$ cat src/rtl/bws_pkg.sv
package bws_pkg;
  typedef enum logic [1:0] {
    BURST_FIXED = 2'b00,
    BURST_INCR  = 2'b01,
    BURST_WRAP  = 2'b10
  } burst_e;

  typedef enum logic [1:0] {
    RESP_OKAY   = 2'b00,
    RESP_DECERR = 2'b11
  } resp_e;

  typedef enum logic [1:0] {
    ST_IDLE,
    ST_DATA,
    ST_GAP,
    ST_RESP
  } wr_state_e;
endpackage

$ cat src/rtl/bws_addr_seq.sv
module bws_addr_seq
  import bws_pkg::*;
#(
  parameter int ADDR_W    = 12,
  parameter int DATA_W    = 32,
  parameter int LEN_W     = 8,
  parameter int NUM_WORDS = 16,
  parameter int SEL_W     = 4
) (
  input  logic              clk,
  input  logic              rst_n,
  input  logic              load,
  input  logic [ADDR_W-1:0] start_addr,
  input  logic [LEN_W-1:0]  len,
  input  logic [1:0]        burst,
  input  logic              advance,
  output logic [SEL_W-1:0]  sel,
  output logic              hit
);
  localparam int STEP    = DATA_W / 8;
  localparam int STEP_SH = $clog2(STEP);
  localparam int IDX_W   = ADDR_W - STEP_SH;

  logic [ADDR_W-1:0] addr_q;
  logic [LEN_W-1:0]  len_q;
  burst_e            burst_q;
  logic [ADDR_W-1:0] span;
  logic [ADDR_W-1:0] mask;
  logic [ADDR_W-1:0] inc;
  logic [ADDR_W-1:0] nxt;
  logic [IDX_W-1:0]  idx;

  always_comb begin
    span = (ADDR_W'(len_q) + ADDR_W'(1)) << STEP_SH;
    mask = span - ADDR_W'(1);
    inc  = addr_q + ADDR_W'(STEP);
    case (burst_q)
      BURST_FIXED: nxt = addr_q;
      BURST_WRAP:  nxt = (addr_q & ~mask) | (inc & mask);
      default:     nxt = inc;
    endcase
  end

  always_ff @(posedge clk) begin
    if (!rst_n) begin
      addr_q  <= '0;
      len_q   <= '0;
      burst_q <= BURST_INCR;
    end else if (load) begin
      addr_q  <= start_addr;
      len_q   <= len;
      burst_q <= burst_e'(burst);
    end else if (advance) begin
      addr_q  <= nxt;
    end
  end

  assign idx = addr_q[ADDR_W-1:STEP_SH];
  assign hit = idx < IDX_W'(NUM_WORDS);
  assign sel = idx[SEL_W-1:0];
endmodule

$ cat src/rtl/bws_store.sv
module bws_store #(
  parameter int DATA_W    = 32,
  parameter int NUM_WORDS = 16,
  parameter int SEL_W     = 4
) (
  input  logic                          clk,
  input  logic                          rst_n,
  input  logic                          we,
  input  logic [SEL_W-1:0]              sel,
  input  logic [DATA_W-1:0]             wdata,
  output logic [NUM_WORDS*DATA_W-1:0]   q
);
  logic [DATA_W-1:0] word_q [NUM_WORDS];

  for (genvar g = 0; g < NUM_WORDS; g++) begin : g_word
    always_ff @(posedge clk) begin
      if (!rst_n) begin
        word_q[g] <= '0;
      end else if (we && sel == SEL_W'(g)) begin
        word_q[g] <= wdata;
      end
    end
    assign q[g*DATA_W +: DATA_W] = word_q[g];
  end
endmodule

$ cat src/rtl/bws_ctrl.sv
module bws_ctrl
  import bws_pkg::*;
#(
  parameter int LEN_W = 8
) (
  input  logic             clk,
  input  logic             rst_n,
  input  logic             aw_valid,
  input  logic [LEN_W-1:0] aw_len,
  input  logic             w_valid,
  input  logic             b_ready,
  input  logic             beat_hit,
  output logic             aw_ready,
  output logic             w_ready,
  output logic             b_valid,
  output logic [1:0]       b_resp,
  output logic             aw_fire,
  output logic             w_fire,
  output logic [LEN_W-1:0] beat_cnt,
  output logic [LEN_W-1:0] cur_len
);
  wr_state_e st_q;
  logic      err_q;
  logic      final_beat;

  assign aw_ready   = (st_q == ST_IDLE);
  assign w_ready    = (st_q == ST_DATA);
  assign b_valid    = (st_q == ST_RESP);
  assign aw_fire    = aw_valid && aw_ready;
  assign w_fire     = w_valid && w_ready;
  assign final_beat = (beat_cnt == cur_len);
  assign b_resp     = err_q ? RESP_DECERR : RESP_OKAY;

  always_ff @(posedge clk) begin
    if (!rst_n) begin
      st_q     <= ST_IDLE;
      err_q    <= 1'b0;
      beat_cnt <= '0;
      cur_len  <= '0;
    end else begin
      case (st_q)
        ST_IDLE: if (aw_fire) begin
          st_q     <= ST_DATA;
          cur_len  <= aw_len;
          beat_cnt <= '0;
          err_q    <= 1'b0;
        end
        ST_DATA: if (w_fire) begin
          err_q <= err_q | ~beat_hit;
          if (final_beat) st_q <= ST_GAP;
          else beat_cnt <= beat_cnt + LEN_W'(1);
        end
        ST_GAP:  st_q <= ST_RESP;
        ST_RESP: if (b_ready) st_q <= ST_IDLE;
        default: st_q <= ST_IDLE;
      endcase
    end
  end
endmodule

$ cat src/rtl/burst_wr_slave.sv
module burst_wr_slave #(
  parameter int ADDR_W    = 12,
  parameter int DATA_W    = 32,
  parameter int LEN_W     = 8,
  parameter int NUM_WORDS = 16
) (
  input  logic                        clk,
  input  logic                        rst_n,
  input  logic                        aw_valid,
  output logic                        aw_ready,
  input  logic [ADDR_W-1:0]           aw_addr,
  input  logic [LEN_W-1:0]            aw_len,
  input  logic [1:0]                  aw_burst,
  input  logic                        w_valid,
  output logic                        w_ready,
  input  logic [DATA_W-1:0]           w_data,
  input  logic                        w_last,
  output logic                        b_valid,
  input  logic                        b_ready,
  output logic [1:0]                  b_resp,
  output logic [NUM_WORDS*DATA_W-1:0] reg_q
);
  localparam int SEL_W = (NUM_WORDS > 1) ? $clog2(NUM_WORDS) : 1;

  logic             aw_fire;
  logic             w_fire;
  logic             hit;
  logic [SEL_W-1:0] sel;
  logic [LEN_W-1:0] beat_cnt;
  logic [LEN_W-1:0] cur_len;
  logic             last_unused;

  assign last_unused = w_last;

  bws_ctrl #(.LEN_W(LEN_W)) u_ctrl (
    .clk(clk), .rst_n(rst_n),
    .aw_valid(aw_valid), .aw_len(aw_len),
    .w_valid(w_valid), .b_ready(b_ready), .beat_hit(hit),
    .aw_ready(aw_ready), .w_ready(w_ready),
    .b_valid(b_valid), .b_resp(b_resp),
    .aw_fire(aw_fire), .w_fire(w_fire),
    .beat_cnt(beat_cnt), .cur_len(cur_len)
  );

  bws_addr_seq #(
    .ADDR_W(ADDR_W), .DATA_W(DATA_W), .LEN_W(LEN_W),
    .NUM_WORDS(NUM_WORDS), .SEL_W(SEL_W)
  ) u_addr (
    .clk(clk), .rst_n(rst_n),
    .load(aw_fire), .start_addr(aw_addr), .len(aw_len), .burst(aw_burst),
    .advance(w_fire), .sel(sel), .hit(hit)
  );

  bws_store #(.DATA_W(DATA_W), .NUM_WORDS(NUM_WORDS), .SEL_W(SEL_W)) u_store (
    .clk(clk), .rst_n(rst_n),
    .we(w_fire && hit), .sel(sel), .wdata(w_data), .q(reg_q)
  );
endmodule

$ cat config.mk
export PLATFORM = sky130hd
export DESIGN_NAME = burst_wr_slave
export DESIGN_NICKNAME = d
export VERILOG_FILES = /design/src/rtl/bws_pkg.sv /design/src/rtl/bws_addr_seq.sv /design/src/rtl/bws_store.sv /design/src/rtl/bws_ctrl.sv /design/src/rtl/burst_wr_slave.sv
export SDC_FILE = /design/constraint.sdc
export NUM_CORES = 1
export LEC_CHECK = 0
export ABC_AREA = 0
export BUFFER_PORTS_ARGS = -buffer_cell sky130_fd_sc_hd__buf_2
export CAP_MARGIN = 20
export CORE_AREA = 8 8 240 242
export CTS_CLUSTER_SIZE = 8
export DETAILED_ROUTE_END_ITERATION = 8
export DIE_AREA = 0 0 248 250
export MAX_ROUTING_LAYER = met4
export PLACE_DENSITY = 0.67
export SLEW_MARGIN = 10
export SYNTH_ARGS = -nofsm -noshare
export SYNTH_HDL_FRONTEND = slang
export SYNTH_SLANG_ARGS = --single-unit
$ cat constraint.sdc
create_clock -name clk -period 7 [get_ports clk]
set_input_delay 0.35 -clock clk [delete_from_list [all_inputs] [get_ports clk]]
set_output_delay 0.35 -clock clk [all_outputs]
set_load 0.02 [all_outputs]
Yosys cells after proc, flatten, opt, wreduce, memory -nomap -nowiden --
Memory sizes are Yosys's and may differ from the RTL's. Cells that the tools add are included.
Word-level totals: RAM bits 512, input bits 60, memories kept 1, output and inout bits 517, flip-flop bits (word level) 41, logic and storage cells 171, bits in read-only memories 0, latch bits 0
Operators by class: bitwise gates (word level) 22, div/mod/pow operators 0, equal/unequal tests 26, reductions and logical operators 29, multiplexer cells 81, magnitude comparators 1, multipliers 0, shifts and indexed selects 0, add/subtract/negate cells 4
Memory list:
- u_store.word_q | words 16, bits a word 32, read ports 16, clocked after Yosys merged registers in 0, write ports 16, line bws_store.sv:13 | logic [DATA_W-1:0] word_q [NUM_WORDS];
Operators with widths (count):
- 32-bit two-way mux | 16
- 1-bit two-way mux | 51
- 4-bit == test (second input constant) | 8
- 12-bit bitwise AND | 2
- 12-bit two-way mux | 2
- 8-bit two-way mux | 3
- 12-bit case mux with 2 select lines | 1
- 1-bit logical AND | 19
- 1-bit OR | 17
- 4-bit by 3-bit == test with 1-bit output (second input constant) | 4
- 8-bit case mux with 2 select lines | 1
- 12-bit by 3-bit adder with 12-bit output (second input constant) | 1
- 12-bit inverter | 1
- 12-bit OR | 1
- 12-bit by 1-bit subtractor with 12-bit output (second input constant) | 1
- 10-bit by 5-bit < comparator with 1-bit output (second input constant) | 1
- 2-bit two-way mux | 5
- 2-bit inequality test (second input constant) | 5
- 8-bit by 1-bit adder with 9-bit output (second input constant) | 1
- 8-bit by 1-bit adder with 8-bit output (second input constant) | 1
- 4-bit by 2-bit == test with 1-bit output (second input constant) | 2
- 8-bit == test | 1
- 2-bit case mux with 4 select lines | 1
- 4-bit AND reduction | 2
- other kinds (11) | 16

Depth between registers and ports, before layout --
depth in word-level cells 8, depth in mapped cells 9, mapped depth without buffers 8

By module --
From an unflattened synthesis, not the netlist that was laid out.
Second synthesis, totals: cells, all modules 1532, area, all modules 21769.6 µm²
Modules (own cells, without submodules):
- bws_store | area an instance 19237.2 µm², times used 1, cells an instance 1231
- bws_addr_seq | area an instance 1446.4 µm², times used 1, cells an instance 171
- bws_ctrl | area an instance 1079.8 µm², times used 1, cells an instance 129
- burst_wr_slave | area an instance 6.3 µm², times used 1, cells an instance 1

Worst setup path after synthesis --
No wires, ideal clock.
path type register -> register, start point register u_ctrl.st_q[1], end point memory u_store.word_q[15][0] (netlist: u_store.word_q[1][224]) (enable), setup slack 2804 ps, arrival 3731 ps, period minus slack after synthesis 4196 ps, data required time 6534 ps, stages on the path, launching flop included 8, path buffers 2, path through dfxtp_1 -> inv_1 -> ha_1 -> buf_2 -> nand3_1 -> or2_2 -> clkbuf_1 -> o21ai_0
RTL lines:
- from (decl) | line bws_ctrl.sv:22 | wr_state_e st_q;
- from (signal assigned) | line bws_ctrl.sv:36 | st_q <= ST_IDLE;
- from (signal assigned) | line bws_ctrl.sv:43 | st_q <= ST_DATA;
- from (signal assigned) | line bws_ctrl.sv:50 | if (final_beat) st_q <= ST_GAP;
- to (decl) | line bws_store.sv:13

==> flow_metrics.py <==
metrics = {
    "routing": {
        "dr.first_iter.drc_count": 1134,
        "vias": 13896,
        "first_pass_iters": 6,
        "route.detailed.drc": 0,
        "wirelength_mm": 69.8,
        "post_drt_wl_per_cell_um": 25.5,
        "vias_per_cell": 5.07,
        "drtAntennaViolNets": 0,
    },
    "min_path": {
        "hold_depth": 3,
        "hp-class": "primary input to flop",
    },
    "flow_run": {
        "max_cap_viol_count": 0,
    },
    "timing": {
        "period_share": 0.436,
        "relSlewSlack": 0.502,
        "report.final.slew_viol_count": 0,
        "min_period_ps": 3050,
        "fin_skew_ps": 17.4,
        "setup_viol": 0,
        "worstMarginPinSlew_ps": 740,
        "grt_setup_unrepaired": "no",
        "finalHoldViolations": 0,
        "setup-tns-final_ps": 0,
        "clock.fmax_mhz": 328,
    },
    "layout": {
        "syn2layout_area_growth_pct": 28.6,
        "final_layout_size_suffix_gt1_frac": 0.364,
        "final_nets": 2091,
        "multi_input_area_mm2": 0.00505,
        "seq_area_mm2": 0.0160,
        "num-fill-cells": 4431,
    },
    "cts": {
        "cts_buffers": 78,
        "cts_tree": "yes",
        "cts_resized": 0,
        "insertion_delay_ps": 610,
        "h-tree-depth": 3,
        "clockBufferDepth": 3,
        "postCtsSetupBuffers": 0,
        "clockRootBuffer": "clkbuf_16",
        "cts_sinks": 543,
        "clk_pin_slew_ps": 50,
    },
    "synth": {
        "ys_types": 55,
        "yosysTopAreaCellShare": 0.722,
        "synthCells": 1426,
        "ys_seq_area_frac": 0.751,
        "yosys_warnings": 0,
        "syn_avg_cell_area_um2": 14.9,
        "syn-num-nets": 1496,
        "synth_top_cell_by_area": "edfxtp_1",
        "synthFlopType": "edfxtp_1",
        "syn_area_mm2": 0.0213,
        "async_flop_share": 0,
        "synth_edf_count": 512,
        "ys_seq_elements": 543,
        "synth.area.top_cells": "edfxtp_1, and2_1, dfxtp_1",
    },
    "power": {
        "intPower_uw": 5990,
        "ir_drop_mv": 0.191,
        "switching_power_uw": 2060,
        "p_clk_frac": 0.419,
        "seq_power_share": 0.475,
        "switching_share": 0.256,
        "leakagePower_uw": 0.0115,
        "power_density_mw_per_mm2": 294,
        "comb_power_share": 0.106,
        "power_uw": 8050,
    },
    "critical_path": {
        "r2r_cells": 7,
        "end_kind": "flop",
        "crit_fanout": 22,
        "crit_required_ps": 7250,
        "startpoint_type": "flop",
        "cp_data_arrival_time_ps": 3300,
        "criticalPathCategory": "flop to flop",
    },
    "floorplan": {
        "initial_core_util": 0.398,
        "die_area_mm2": 0.0620,
        "chipHeight_um": 250,
        "die_w_um": 248,
        "core_area_mm2": 0.0535,
        "boundaryPins": 577,
        "num_rows": 85,
    },
    "place": {
        "hpwlAfterDp_mm": 48.6,
        "gp_congestion": 0.855,
        "portBuffers": 573,
    },
    "grt": {
        "grt_pass1_vias": 13518,
        "antenna_found_initial": 4,
        "grt_max_degree": 33,
        "grt_use_total": 0.222,
        "grt_overflow": 0,
        "grt_first_pass_wirelength_mm": 96.2,
    },
    "run_status": {
        "status": "finished, final reports clean",
    },
}
==> per-layer routing <==
metal | vias up | global-route usage | share of wire
li1 | 6123 | - | -
met1 | 6883 | 0.252 | 0.37
met2 | 765 | 0.373 | 0.50
met3 | 125 | 0.0562 | 0.098
met4 | 0 | 0.0871 | 0.035
met5 | - | - | 0
==> sequential cells by signal (all words and copies together), names as in the netlist, named ones only <==
name,flops
u_ctrl.beat_cnt,8
u_ctrl.err_q,1
u_ctrl.st_q,2
u_store.word_q,512
u_ctrl.cur_len,4
u_addr.addr_q,1
u_addr.burst_q,2
u_addr.len_q,4
==> layout by cell type, fill, tap and decap left out, types with 3 or more instances in the layout <==
cell type / n
dlygate4sd3_1: 10
xor2_1: 22
buf_4: 30
nor2_2: 15
or3_1: 4
buf_2: 573
inv_6: 3
a31oi_1: 3
o21ai_0: 13
nand2_1: 40
and2_1: 513
xnor2_1: 3
edfxtp_1: 512
nand4_1: 3
nor2_1: 27
clkbuf_16: 78
dfxtp_1: 31
clkbuf_1: 14
and4_1: 3
a21oi_1: 18
nand2b_1: 7
buf_12: 3
a211oi_1: 6
o2111ai_1: 4
and3_1: 4
ha_1: 10
or2_2: 5
nor3_1: 3
clkbuf_8: 3
nor2b_1: 3
o211ai_1: 3
nand3_1: 10
o21ai_4: 16
nor4_1: 6
a311oi_1: 3
inv_1: 6
==> timing repair <==
action	CTS	global route
endpoints found under the setup margin	0	0
endpoints found under the hold margin	10	0
hold buffers	10	0
==> Yosys cell counts, drive strengths merged, types with 2 or more instances <==
master and instances:
xnor2 3, a211oi 8, inv 6, a31oi 3, xor2 22, a21boi 3, and4 4, nor2b 3
mux2i 2, nor2 43, ha 10, or2 6, nor4 6, edfxtp 512, o21ai 30, and3 4
nand4 3, or3 5, o211ai 3, nand2b 7, a21o 2, or3b 2, nand3 10, and2 514
clkbuf 90, a2111oi 2, nand2 40, a311oi 3, buf 12, nor3 3, dfxtp 31, nand3b 2
a21oi 18, o2111ai 4
==> worst max-delay path: stages, from the launching register on <==
cell     delay [ps]
dfxtp_1         340
inv_1            90
ha_1            380
nand2_1         240
nor2_1          240
nand2_1         430
o21ai_4         520
buf_4           410
==> layout make-up <==
cell class                      count  area share
Timing Repair Buffer              617       0.119
Antenna cell                        2    0.000183
Tap cell                          696      0.0318
Multi-Input combinational cell    775       0.185
Inverter                            6    0.000823
Clock inverter                      7     0.00393
Sequential cell                   543       0.584
Clock buffer                       95      0.0747
==> worst paths after layout <==
path / from / end / slack [ps]
worst max register to register: u_ctrl.st_q[1]$_SDFFE_PN0P_ / u_store.word_q[1][135]$_SDFFCE_PN0P_ / 3950
worst max-delay path: u_ctrl.st_q[1]$_SDFFE_PN0P_ / u_store.word_q[1][135]$_SDFFCE_PN0P_ / 3950
worst min-delay path: aw_addr[4] / flop / 50
worst min register to register: flop / flop / 520
==> stage by stage <==
stage | setup WS, ps | utilization | cell area (µm²) | hold slack [ps] | instances
floorplan | 2800 | - | 21300 | 461 | 1426
global placement | 3860 | 0.468 | 25000 | 503 | 2623
detailed placement | 3780 | 0.469 | 25100 | 503 | 2625
CTS | 3760 | 0.511 | 27300 | 5.76 | 2737
global route | 3700 | 0.512 | 27400 | 36.1 | 2741
finish | 3950 | 0.512 | 27400 | 46.4 | 2741
==> power groups by stage <==
stage          Clock [µW]  Sequential, µW  Combinational, µW
6_report             3370            3830                853
5_1_grt              3540            3840                914
4_1_cts              3420            3820                860
3_5_place_dp            0            3880                854
3_3_place_gp            0            3880                843
2_1_floorplan           0            4010                369
==> cells by family after synthesis <==
group	share of synthesized area
fa+ha+maj	0.00588
simple gates	0.184
flops	0.751
compound gates	0.0261
mux	0.000940
xor+xnor	0.0103
buf+inv	0.0218
No activity file was read; power rests on OpenSTA's default activity.
